`config.mk`:
```
export PLATFORM = sky130hd
export DESIGN_NAME = hiccup_ocp_ctrl
export DESIGN_NICKNAME = d
export VERILOG_FILES = /design/src/rtl/hiccup_ocp_ctrl.sv
export SDC_FILE = /design/constraint.sdc
export NUM_CORES = 1
export LEC_CHECK = 0
export CAP_MARGIN = 15
export CORE_AREA = 4 4 67 69
export DETAILED_ROUTE_END_ITERATION = 6
export DIE_AREA = 0 0 71 73
export GPL_TIMING_DRIVEN = 0
export PLACE_DENSITY = 0.8
export SLEW_MARGIN = 20
export SYNTH_ARGS = -nofsm -noshare
export SYNTH_HDL_FRONTEND = slang
export SYNTH_SLANG_ARGS = --single-unit
```
`constraint.sdc`:
```
create_clock -name clk -period 6.9 [get_ports clk]
set_input_delay 1.035 -clock clk [delete_from_list [all_inputs] [get_ports clk]]
set_output_delay 1.035 -clock clk [all_outputs]
set_load 0.03 [all_outputs]
```
`src/rtl/hiccup_ocp_ctrl.sv`:
```
module hiccup_ocp_ctrl #(
  parameter int OC_LIMIT       = 8,
  parameter int CLEAN_RUN      = 3,
  parameter int HICCUP_PERIODS = 512,
  parameter int SS_PERIODS     = 8,
  parameter int DUTY_W         = 8
) (
  input  logic              clk,
  input  logic              rst,
  input  logic              tick,
  input  logic              ilim,
  input  logic              pwm_req,
  input  logic              ot,
  output logic              hs_en,
  output logic              ls_en,
  output logic              ss_en,
  output logic [DUTY_W-1:0] duty_lim,
  output logic [1:0]        state
);

  localparam int OC_W = $clog2(OC_LIMIT + 1);
  localparam int CL_W = $clog2(CLEAN_RUN + 1);
  localparam int HT_W = $clog2(HICCUP_PERIODS + 1);
  localparam int SS_W = $clog2(SS_PERIODS + 1);
  localparam logic [OC_W-1:0] OC_MAX  = OC_W'(OC_LIMIT);
  localparam logic [CL_W-1:0] CL_MAX  = CL_W'(CLEAN_RUN);
  localparam logic [HT_W-1:0] HIC_END = HT_W'(HICCUP_PERIODS - 1);
  localparam logic [SS_W-1:0] SS_END  = SS_W'(SS_PERIODS);
  localparam int DMAX = (1 << DUTY_W) - 1;

  typedef enum logic [1:0] {
    ST_RUN    = 2'd0,
    ST_SKIP   = 2'd1,
    ST_HICCUP = 2'd2,
    ST_SOFT   = 2'd3
  } st_t;

  st_t             st;
  logic            thermal;
  logic [OC_W-1:0] oc_cnt;
  logic [CL_W-1:0] clean_cnt;
  logic [HT_W-1:0] hic_cnt;
  logic [SS_W-1:0] ss_cnt;

  wire [OC_W-1:0] oc_inc    = oc_cnt + 1'b1;
  wire [CL_W-1:0] clean_inc = clean_cnt + 1'b1;
  wire            ss_done   = (ss_cnt == SS_END);
  wire            switching = (st == ST_RUN) || (st == ST_SOFT);
  wire            live      = !rst && !ot;
  wire [31:0]     ramp      = ((32'(ss_cnt) + 32'd1) * 32'(DMAX)) / 32'(SS_PERIODS);

  always_ff @(posedge clk) begin
    if (rst) begin
      st <= ST_SOFT; thermal <= 1'b0;
      oc_cnt <= '0; clean_cnt <= '0; hic_cnt <= '0; ss_cnt <= '0;
    end else if (ot) begin
      st <= ST_HICCUP; thermal <= 1'b1;
      oc_cnt <= '0; clean_cnt <= '0; hic_cnt <= '0; ss_cnt <= '0;
    end else if (st == ST_HICCUP) begin
      if (thermal) begin
        st <= ST_SOFT; thermal <= 1'b0;
      end else if (tick) begin
        if (hic_cnt == HIC_END) begin
          st <= ST_SOFT; hic_cnt <= '0;
        end else begin
          hic_cnt <= hic_cnt + 1'b1;
        end
      end
    end else if (tick) begin
      if (ilim) begin
        clean_cnt <= '0;
        if (oc_inc == OC_MAX) begin
          st <= ST_HICCUP; oc_cnt <= '0; hic_cnt <= '0; ss_cnt <= '0;
        end else begin
          st <= ST_SKIP; oc_cnt <= oc_inc;
        end
      end else begin
        if (clean_inc == CL_MAX) begin
          clean_cnt <= '0; oc_cnt <= '0;
        end else begin
          clean_cnt <= clean_inc;
        end
        case (st)
          ST_SOFT: begin
            ss_cnt <= ss_cnt + 1'b1;
            if (ss_cnt == SS_END - 1'b1) st <= ST_RUN;
          end
          ST_SKIP: st <= ss_done ? ST_RUN : ST_SOFT;
          default: st <= ST_RUN;
        endcase
      end
    end
  end

  assign hs_en    = live && switching && pwm_req;
  assign ls_en    = live && ((st == ST_SKIP) || (switching && !pwm_req));
  assign ss_en    = !ot && (st != ST_HICCUP) && !ss_done;
  assign duty_lim = (st == ST_HICCUP) ? '0 : ss_done ? DUTY_W'(DMAX) : ramp[DUTY_W-1:0];
  assign state    = st;

  AST_SKIP_ON_LIMIT: assert property (@(posedge clk) disable iff (rst)
    (tick && ilim && !ot && st != ST_HICCUP) |=> (st == ST_SKIP || st == ST_HICCUP));
  AST_TALLY_BELOW_LIMIT: assert property (@(posedge clk) disable iff (rst)
    oc_cnt < OC_MAX);
  AST_CLEAN_RUN_CLEARS: assert property (@(posedge clk) disable iff (rst)
    (tick && !ilim && !ot && st != ST_HICCUP && clean_cnt == CL_MAX - 1'b1) |=> oc_cnt == '0);
  AST_HICCUP_HOLDS: assert property (@(posedge clk) disable iff (rst)
    (st == ST_HICCUP && !thermal && !tick && !ot) |=> st == ST_HICCUP);
  AST_HICCUP_EXIT_SOFT: assert property (@(posedge clk) disable iff (rst)
    (st == ST_HICCUP && !ot) |=> (st == ST_HICCUP || st == ST_SOFT));
  AST_RESET_ENTRY: assert property (@(posedge clk)
    rst |=> (st == ST_SOFT && oc_cnt == '0 && clean_cnt == '0 && ss_cnt == '0));

endmodule

```
==> impl_metrics.csv, run 1 <==
group,metric,value,unit
synth,synth_nets,315,
final_layout,seqCellArea,460,sq um
worst_setup_path,rr_startpoint,"ss_cnt[0]",
power,seqPwrFrac,0.432,
sta,worst_pin_slew,0.574,ns
drt,drc_errors,0,
clocking,post_cts_buffers,0,
final_layout,antenna-diode-count,0,
final_layout,nNetsFinal,337,
clocking,cts_resized,0,
sta,rsz0062_at_grt,"false",
worst_setup_path,end_kind,"output pin",
final_layout,area_growth,12.3,%
synth,synth_edf_count,0,
worst_setup_path,start_kind,"flip-flop",
drt,wl,5240,microns
final_layout,fillers,359,
sta,fin_tns_setup,0,ns
power,leakage,1.06,nW
synth,synthFlopType,"dfxtp_1",
placement,port_buffers,17,
synth,synthArstFlopShare,0,
global_routing,grt_overflow,0,
synth,synth_seq_cells,23,
min_path,holdPathEnd,"hic_cnt[9]",
synth,syn_area,2260,sq um
clocking,cts_buffers,3,
synth,netlist_instances,280,
power,swShare,0.327,
drt,first_iter_violations,102,
floorplan,core,3910,sq um
synth,yosysUniqueCellTypes,64,
power,p_int,0.215,mW
clocking,cts_hold_buf,0,
worst_setup_path,ff2ff_path_depth,7,
sta,maxSlewViolCount,0,
worst_setup_path,r2r_end,"state[0]",
final_layout,final_cell_mix,"24 x nand2_1, 24 x ha_1, 23 x nor2_1, 23 x dfxtp_1, 22 x inv_1",
status,outcome,"finished, final reports clean",
worst_setup_path,cp_data_required_time,5.86,ns
drt,wl_per_cell,14.9,microns
worst_setup_path,worstPathArrival,5.35,ns
floorplan,dieArea,5180,sq um
synth,avgSynthCellArea,8.07,sq um
placement,dp.final_hpwl,3990,microns
floorplan,die_w,71,microns
sta,min_period_over_period,0.926,
worst_setup_path,cp_max_fo,7,
clocking,clockBufferDepth,2,
worst_setup_path,r2r_slack,4.97,ns
sta,setup-violations-final,0,
min_path,hold_path_class,"flip-flop to flip-flop",
power,irDropWorstVdd,0.103,mV
sta,skew,0.00597,ns
floorplan,rows,23,
clocking,cts_tree,"done",
placement,place_area,2490,sq um
worst_setup_path,crit_type,"flip-flop to output pin",
min_path,min_path_cells,1,
drt,dr.pass1.iters,4,
clocking,htreeDepth,1,
power,power.share.clock,0.271,
power,p_sw,0.104,mW
floorplan,die_h,73,microns
power,combPwrFrac,0.297,
clocking,clock_latency,0.27,ns
sta,final-hold-violation-count,0,
floorplan,initial_core_util,0.577,
synth,synth_seq_area_share,0.204,
flow_run,max-cap-violations,0,
global_routing,antenna_found_initial,0,
final_layout,multi_input_area,1650,sq um
placement,place_congestion,0.846,
drt,vias,2077,
floorplan,top_level_ports,19,
synth,yosys_warnings,0,
final_layout,layout-drive-gt1-share,0.103,
power,p_per_area,126,nW/um^2
global_routing,grt_max_degree,13,
clocking,path_clk_slew,0.09,ns
clocking,cts_root_buffer,"clkbuf_8",
min_path,min-delay-start,"hic_cnt[9]",
global_routing,grt_pass1_wl,9190,microns
sta,finalCriticalPeriod,6.39,ns
drt,ant_nets,0,
sta,slew-limit-headroom,0.616,
clocking,clock_sinks,23,
sta,fmax,157,MHz
drt,vias_per_cell,5.92,
global_routing,grt.total_usage,0.216,
final_layout,fin_area,2540,sq um
global_routing,grt_pass1_vias,2036,
## registers in the layout, indices dropped and copies added (netlist names)
signal and count:
oc_cnt 4, clean_cnt 2, thermal 1, ss_cnt 4
state 2, hic_cnt 10
## through the flow
stage	total power, mW	hold slack [ns]	instances	worst slack [ns]	util
after detailed placement	0.235	0.470	347	0.842	0.637
after global routing	0.333	0.524	351	0.151	0.648
after global placement	0.234	0.452	347	0.925	0.637
final	0.319	0.475	351	0.511	0.648
after CTS	0.319	0.482	351	0.526	0.648
after floorplan	0.204	0.429	280	1.31	-
## worst max-delay path by stage
stage / from / to / depth (start not counted)
2_1_floorplan: ss_cnt[0] / duty_lim[4] / 14
3_5_place_dp: ss_cnt[0] / duty_lim[7] / 16
4_1_cts: ss_cnt[0] / duty_lim[7] / 16
5_1_grt: ss_cnt[0] / duty_lim[7] / 16
3_3_place_gp: ss_cnt[0] / duty_lim[7] / 16
6_report: ss_cnt[0] / duty_lim[7] / 16
## synthesized netlist by cell type, types with 3 or more instances
cell type	n	area (sq um)
o21a_1	3	22.5
nand2_1	24	90.1
nor2b_1	3	18.8
xnor2_1	5	43.8
a31oi_1	9	56.3
a21o_1	4	30.0
nor2_1	23	86.3
xor2_1	7	61.3
inv_1	22	82.6
fa_1	5	100
buf_2	3	15.0
nor3_1	10	50.1
o21ai_0	15	75.1
o21ai_1	3	15.0
and3_1	5	31.3
ha_1	24	300
nand3_1	8	40.0
nand2b_1	6	37.5
dfxtp_1	23	460
buf_4	3	22.5
a21oi_1	19	95.1
## critical path: stages, from the launching register on
cell and delay (ns):
dfxtp_1 0.51, ha_1 0.31, xor2_1 0.35, inv_1 0.11, fa_1 0.69, xor2_1 0.23, ha_1 0.22, o21bai_2 0.19
xor2_1 0.23, ha_1 0.29, ha_1 0.38, o211ai_1 0.11, a21oi_1 0.19, o211ai_1 0.16, and4_1 0.22, nor3_1 0.19
clkdlybuf4s50_1 0.70
## final cells by class
| class | instances | area share |
|---|---|---|
| Inverter | 22 | 0.0326 |
| Timing Repair Buffer | 17 | 0.0671 |
| Buffer | 10 | 0.0266 |
| Multi-Input combinational cell | 225 | 0.650 |
| Tap cell | 50 | 0.0247 |
| Sequential cell | 23 | 0.182 |
| Clock buffer | 4 | 0.0178 |
## routing by layer
layer / up-vias / part of all wire / track usage
li1: 1050 / - / -
met1: 959 / 0.45 / 0.274
met2: 53 / 0.49 / 0.376
met3: 15 / 0.029 / 0.0138
met4: 0 / 0.028 / 0.102
met5: - / 0 / 0
## power by group through the flow
stage          logic, mW  clock network, mW  registers, mW
5_1_grt            0.103             0.0913          0.138
6_report          0.0948             0.0864          0.138
3_3_place_gp      0.0926                  0          0.141
4_1_cts           0.0946             0.0869          0.138
2_1_floorplan     0.0625                  0          0.142
3_5_place_dp      0.0941                  0          0.141
## logic make-up (layout without fill, tap and decap cells)
kind of cell / count (synthesis) / after routing / share of synthesized area
and+or+nand+nor: 100 / 100 / 0.238
AOI/OAI and AO/OA: 82 / 82 / 0.259
buffers and inverters: 32 / 53 / 0.0665
DFF: 23 / 23 / 0.204
muxes: 2 / 2 / 0.00886
xor gates and xnor gates: 12 / 12 / 0.0465
adders and majority gates: 29 / 29 / 0.177
Note: power is estimated with default switching activity, not from simulation.
==> run 2: changes to the inputs <==
--- a/config.mk
+++ b/config.mk
@@ -6,11 +6,13 @@
 export NUM_CORES = 1
 export LEC_CHECK = 0
 export CAP_MARGIN = 15
-export CORE_AREA = 4 4 67 69
+export CELL_PAD_IN_SITES_DETAIL_PLACEMENT = 2
+export CELL_PAD_IN_SITES_GLOBAL_PLACEMENT = 2
+export CORE_AREA = 4 4 83 85
 export DETAILED_ROUTE_END_ITERATION = 6
-export DIE_AREA = 0 0 71 73
+export DIE_AREA = 0 0 87 89
 export GPL_TIMING_DRIVEN = 0
-export PLACE_DENSITY = 0.8
+export PLACE_DENSITY = 0.85
 export SLEW_MARGIN = 20
 export SYNTH_ARGS = -nofsm -noshare
 export SYNTH_HDL_FRONTEND = slang
==> run 2 against run 1 <==
Against the previous run:
- clock skew shrank 0.0014 ns
- combinational power up 3.3%
- setup slack got worse by 0.0068 ns
- via count up 3.9%
- routed wire length up 29%
- cell area grew 1.7%
- non-clock buffer count is the same
- utilization is 23 points lower
- flip-flop and latch count stayed put
- maximum frequency decreased by 0.11%
- worst hold slack better by 0.023 ns
==> impl_metrics.csv, run 2 (synthesis gave the netlist of run 1 again) <==
group,metric,value,unit
sta,worst_pin_slew,0.652,ns
worst_setup_path,start_kind,"flip-flop",
flow_run,max-cap-violations,0,
sta,finalCriticalPeriod,6.40,ns
global_routing,gr-usage-met1,0.221,
worst_setup_path,ff2ff_path_depth,7,
clocking,cts_buffers,3,
clocking,htreeDepth,1,
worst_setup_path,end_kind,"output pin",
min_path,holdPathEnd,"hic_cnt[6]",
worst_setup_path,cp_data_required_time,5.86,ns
final_layout,top_register,"hic_cnt",
floorplan,die_w,87,microns
drt,drc_errors,0,
global_routing,grt.total_usage,0.188,
drt,ant_nets,0,
power,irDropWorstVdd,0.0657,mV
power,swShare,0.332,
global_routing,grt_max_degree,13,
clocking,clock_latency,0.26,ns
clocking,cts_resized,0,
floorplan,dieArea,7740,sq um
final_layout,top_regs,"hic_cnt: 10 flops, oc_cnt: 4 flops, ss_cnt: 4 flops",
worst_setup_path,cp_max_fo,7,
clocking,clockBufferDepth,2,
sta,maxSlewViolCount,0,
clocking,cts_tree,"done",
power,power.total,0.322,mW
drt,first_iter_violations,77,
sta,rsz0062_at_grt,"false",
clocking,cts_hold_buf,0,
final_layout,final_cell_mix,"24 x nand2_1, 24 x ha_1, 23 x nor2_1",
final_layout,stdcell_count,378,
sta,whs,0.498,ns
sta,fin_tns_setup,0,ns
placement,place_ws,0.544,ns
placement,dp.final_hpwl,5460,microns
worst_setup_path,crit_type,"flip-flop to output pin",
worst_setup_path,r2r_end,"hic_cnt[9]",
sta,setup-violations-final,0,
power,combPwrFrac,0.304,
drt,wl_per_cell,17.9,microns
final_layout,post-route-util,0.416,
drt,vias_per_cell,5.71,
power,p_per_area,125,nW/um^2
power,p_int,0.215,mW
power,power.share.clock,0.267,
status,outcome,"finished, final reports clean",
final_layout,layout-drive-gt1-share,0.110,
placement,place_congestion,0.757,
floorplan,die_h,89,microns
final_layout,fillers,721,
global_routing,grt_overflow,0,
final_layout,largest_reg_flops,10,
placement,port_buffers,17,
min_path,min-delay-start,"hic_cnt[6]",
clocking,clock_sinks,23,
power,seqPwrFrac,0.428,
drt,dr.pass1.iters,4,
min_path,min_path_cells,1,
worst_setup_path,worstPathArrival,5.36,ns
sta,fmax,156,MHz
power,leakage,1.06,nW
final_layout,fin_area,2580,sq um
global_routing,grt_pass1_vias,2296,
floorplan,top_level_ports,19,
clocking,cts_root_buffer,"clkbuf_8",
sta,min_period_over_period,0.927,
sta,final-hold-violation-count,0,
drt,wl,6750,microns
sta,slew-limit-headroom,0.564,
placement,place_area,2520,sq um
final_layout,antenna-diode-count,0,
final_layout,area_growth,14.2,%
sta,skew,0.00460,ns
placement,place_inst,374,
global_routing,grt_pass1_wl,11600,microns
worst_setup_path,rr_startpoint,"state[1]",
worst_setup_path,r2r_slack,4.99,ns
global_routing,grt.busiest_layer,"met2",
clocking,post_cts_buffers,0,
power,p_sw,0.107,mW
drt,vias,2159,
global_routing,grt.met3_usage,0.0157,
clocking,path_clk_slew,0.09,ns
global_routing,antenna_found_initial,0,
floorplan,initial_core_util,0.364,
global_routing,grt_use_met2,0.369,
floorplan,core,6200,sq um
final_layout,nNetsFinal,337,
sta,worst_slack,0.504,ns
floorplan,rows,29,
min_path,hold_path_class,"flip-flop to flip-flop",
[run 2: power groups by stage]
stage	Combinational, mW	Clock (mW)	Sequential, mW
floorplan	0.0625	0	0.142
global placement	0.0955	0	0.141
detailed placement	0.0991	0	0.141
CTS	0.0996	0.0899	0.138
global route	0.109	0.0953	0.138
finish	0.0979	0.0859	0.138
[run 2: critical path, cell delays in order (launching register included)]
cell and delay [ns]:
dfxtp_2 0.44, ha_1 0.31, xor2_2 0.25, inv_1 0.10
fa_1 0.69, xor2_1 0.24, ha_1 0.23, o21bai_2 0.20
xor2_1 0.25, ha_1 0.30, ha_1 0.40, o211ai_1 0.13
a21oi_1 0.25, o211ai_1 0.18, and4_1 0.23, nor3_1 0.21
clkdlybuf4s50_1 0.71
[run 2: area by class of cell]
class,count,area (sq um),share of cell area
Multi-Input combinational cell,225,1660,0.642
Sequential cell,23,462,0.179
Timing Repair Buffer,17,170,0.0660
Tap cell,77,96.3,0.0374
Inverter,22,82.6,0.0320
Buffer,10,67.6,0.0262
Clock buffer,4,45.0,0.0175
[run 2: worst max-delay path by stage]
stage,depth (start not counted),slack (ns),to,startpoint
after floorplan,14,1.31,duty_lim[4],ss_cnt[0]
after global placement,17,0.79,duty_lim[7],ss_cnt[0]
after detailed placement,16,0.54,duty_lim[7],ss_cnt[0]
after CTS,16,0.23,duty_lim[7],ss_cnt[0]
after global routing,16,0.11,duty_lim[7],ss_cnt[0]
final,16,0.50,duty_lim[7],ss_cnt[0]
[run 2: metal layers]
metal / wire, microns / up-vias / share of wire
met5: 0 / - / 0
met4: 50 / 0 / 0.0074
met3: 77 / 4 / 0.011
met2: 3810 / 13 / 0.56
met1: 2820 / 1096 / 0.42
li1: - / 1046 / -
==> run 3: changes to the inputs <==
--- a/config.mk
+++ b/config.mk
@@ -5,6 +5,7 @@
 export SDC_FILE = /design/constraint.sdc
 export NUM_CORES = 1
 export LEC_CHECK = 0
+export ABC_AREA = 0
 export CAP_MARGIN = 15
 export CELL_PAD_IN_SITES_DETAIL_PLACEMENT = 2
 export CELL_PAD_IN_SITES_GLOBAL_PLACEMENT = 2
@@ -12,6 +13,7 @@
 export DETAILED_ROUTE_END_ITERATION = 6
 export DIE_AREA = 0 0 87 89
 export GPL_TIMING_DRIVEN = 0
+export MAX_ROUTING_LAYER = met4
 export PLACE_DENSITY = 0.85
 export SLEW_MARGIN = 20
 export SYNTH_ARGS = -nofsm -noshare
==> run 3 against run 2 <==
Against the previous run:
- combinational power about the same
- critical path depth unchanged
- non-clock buffer count unchanged
- die area unchanged
- count of clock-buffer cells in the layout unchanged
- cell area unchanged
- via count decreased by 0.28%
- register-to-register slack about the same
- sequential power about the same
- clock power about the same
- setup slack improved by 0.0069 ns
- flip-flop and latch count unchanged
- critical path type unchanged
- critical endpoint unchanged
- largest power group unchanged
==> impl_metrics.csv, run 3 (synthesis gave the netlist of run 1 again) <==
group,metric,value,unit
worst_setup_path,crit_type,"flip-flop to output pin",
drt,drc_errors,0,
drt,vias_per_cell,5.70,
floorplan,core,6200,sq um
final_layout,area_growth,14.2,%
clocking,cts_resized,0,
final_layout,top_regs,"hic_cnt: 10 flops, oc_cnt: 4 flops, ss_cnt: 4 flops",
clocking,clockBufferDepth,2,
final_layout,stdcell_count,378,
worst_setup_path,cp_data_required_time,5.86,ns
final_layout,post-route-util,0.416,
sta,final-hold-violation-count,0,
power,leakage,1.06,nW
drt,wl,6740,microns
power,irDropWorstVdd,0.0660,mV
sta,worst_pin_slew,0.652,ns
clocking,post_cts_buffers,0,
drt,dr.pass1.iters,4,
floorplan,die_h,89,microns
floorplan,die_w,87,microns
clocking,clock_sinks,23,
worst_setup_path,worstPathArrival,5.35,ns
clocking,cts_buffers,3,
clocking,clock_latency,0.26,ns
placement,place_inst,374,
global_routing,grt_max_degree,13,
sta,fin_tns_setup,0,ns
sta,setup-violations-final,0,
clocking,cts_hold_buf,0,
power,power.total,0.321,mW
global_routing,grt_pass1_wl,11700,microns
clocking,htreeDepth,1,
floorplan,dieArea,7740,sq um
sta,finalCriticalPeriod,6.39,ns
placement,port_buffers,17,
final_layout,largest_reg_flops,10,
placement,place_area,2520,sq um
drt,wl_per_cell,17.8,microns
power,p_per_area,125,nW/um^2
drt,ant_nets,0,
floorplan,rows,29,
worst_setup_path,cp_max_fo,7,
final_layout,fin_area,2580,sq um
flow_run,max-cap-violations,0,
sta,min_period_over_period,0.926,
sta,maxSlewViolCount,0,
final_layout,nNetsFinal,337,
sta,fmax,157,MHz
sta,rsz0062_at_grt,"false",
clocking,path_clk_slew,0.09,ns
global_routing,grt_overflow,0,
final_layout,fillers,721,
worst_setup_path,start_kind,"flip-flop",
drt,first_iter_violations,63,
final_layout,top_register,"hic_cnt",
sta,slew-limit-headroom,0.564,
sta,skew,0.00614,ns
final_layout,final_cell_mix,"24 x nand2_1, 24 x ha_1, 23 x nor2_1",
min_path,hold_path_class,"flip-flop to flip-flop",
worst_setup_path,end_kind,"output pin",
floorplan,top_level_ports,19,
global_routing,grt.total_usage,0.194,
final_layout,antenna-diode-count,0,
clocking,cts_tree,"done",
floorplan,initial_core_util,0.364,
global_routing,grt_pass1_vias,2292,
placement,dp.final_hpwl,5460,microns
clocking,cts_root_buffer,"clkbuf_8",
drt,vias,2153,
status,outcome,"finished, final reports clean",
global_routing,antenna_found_initial,0,
placement,place_congestion,0.767,
final_layout,layout-drive-gt1-share,0.110,
[run 3: cell counts in the layout (fill, tap and decap cells not counted)]
Identical to the previous run, type by type.
[run 3: critical path, cell delays in order, from the launching register on]
cell and delay [ns]:
dfxtp_2 0.44, ha_1 0.30, xor2_2 0.25, inv_1 0.10, fa_1 0.69, xor2_1 0.24
ha_1 0.23, o21bai_2 0.20, xor2_1 0.25, ha_1 0.30, ha_1 0.40, o211ai_1 0.13
a21oi_1 0.25, o211ai_1 0.18, and4_1 0.23, nor3_1 0.21, clkdlybuf4s50_1 0.71
[run 3: final timing paths]
path | slack, ns | start | cells after the start | endpoint
worst max-delay path | 0.51 | ss_cnt[0] | 16 | duty_lim[7]
worst min-delay path | 0.50 | hic_cnt[6] | 1 | hic_cnt[6]
worst max register to register | 4.98 | state[1] | 7 | hic_cnt[9]
worst min register to register | 0.50 | hic_cnt[6] | 1 | hic_cnt[6]
[run 3: routing by layer]
metal / track usage / wire, microns / vias to the layer above
met2: 0.368 / 3770 / 13
met5: - / 0 / -
met4: 0.0354 / 50 / 0
met1: 0.223 / 2850 / 1090
met3: 0.0157 / 75 / 4
li1: - / - / 1046
[run 3: layout make-up]
type	instances	area, sq um	area share
repair buffers	17	170	0.0660
plain buffers	10	67.6	0.0262
inverters	22	82.6	0.0320
multi-input cells	225	1660	0.642
flip-flops and latches	23	462	0.179
clock buffers	4	45.0	0.0175
well taps	77	96.3	0.0374
[run 3: power breakdown]
| group | leakage (nW) | total [mW] | switching, mW | internal, mW |
|---|---|---|---|---|
| registers | 0.187 | 0.138 | 0.00305 | 0.135 |
| logic | 0.850 | 0.0978 | 0.0588 | 0.0390 |
| clock network | 0.0228 | 0.0858 | 0.0445 | 0.0412 |
[run 3: stage by stage]
| stage | setup WS (ns) | hold WS, ns |
|---|---|---|
| floorplan | 1.31 | 0.429 |
| global placement | 0.786 | 0.450 |
| detailed placement | 0.544 | 0.482 |
| CTS | 0.231 | 0.505 |
| global route | 0.115 | 0.523 |
| finish | 0.511 | 0.498 |
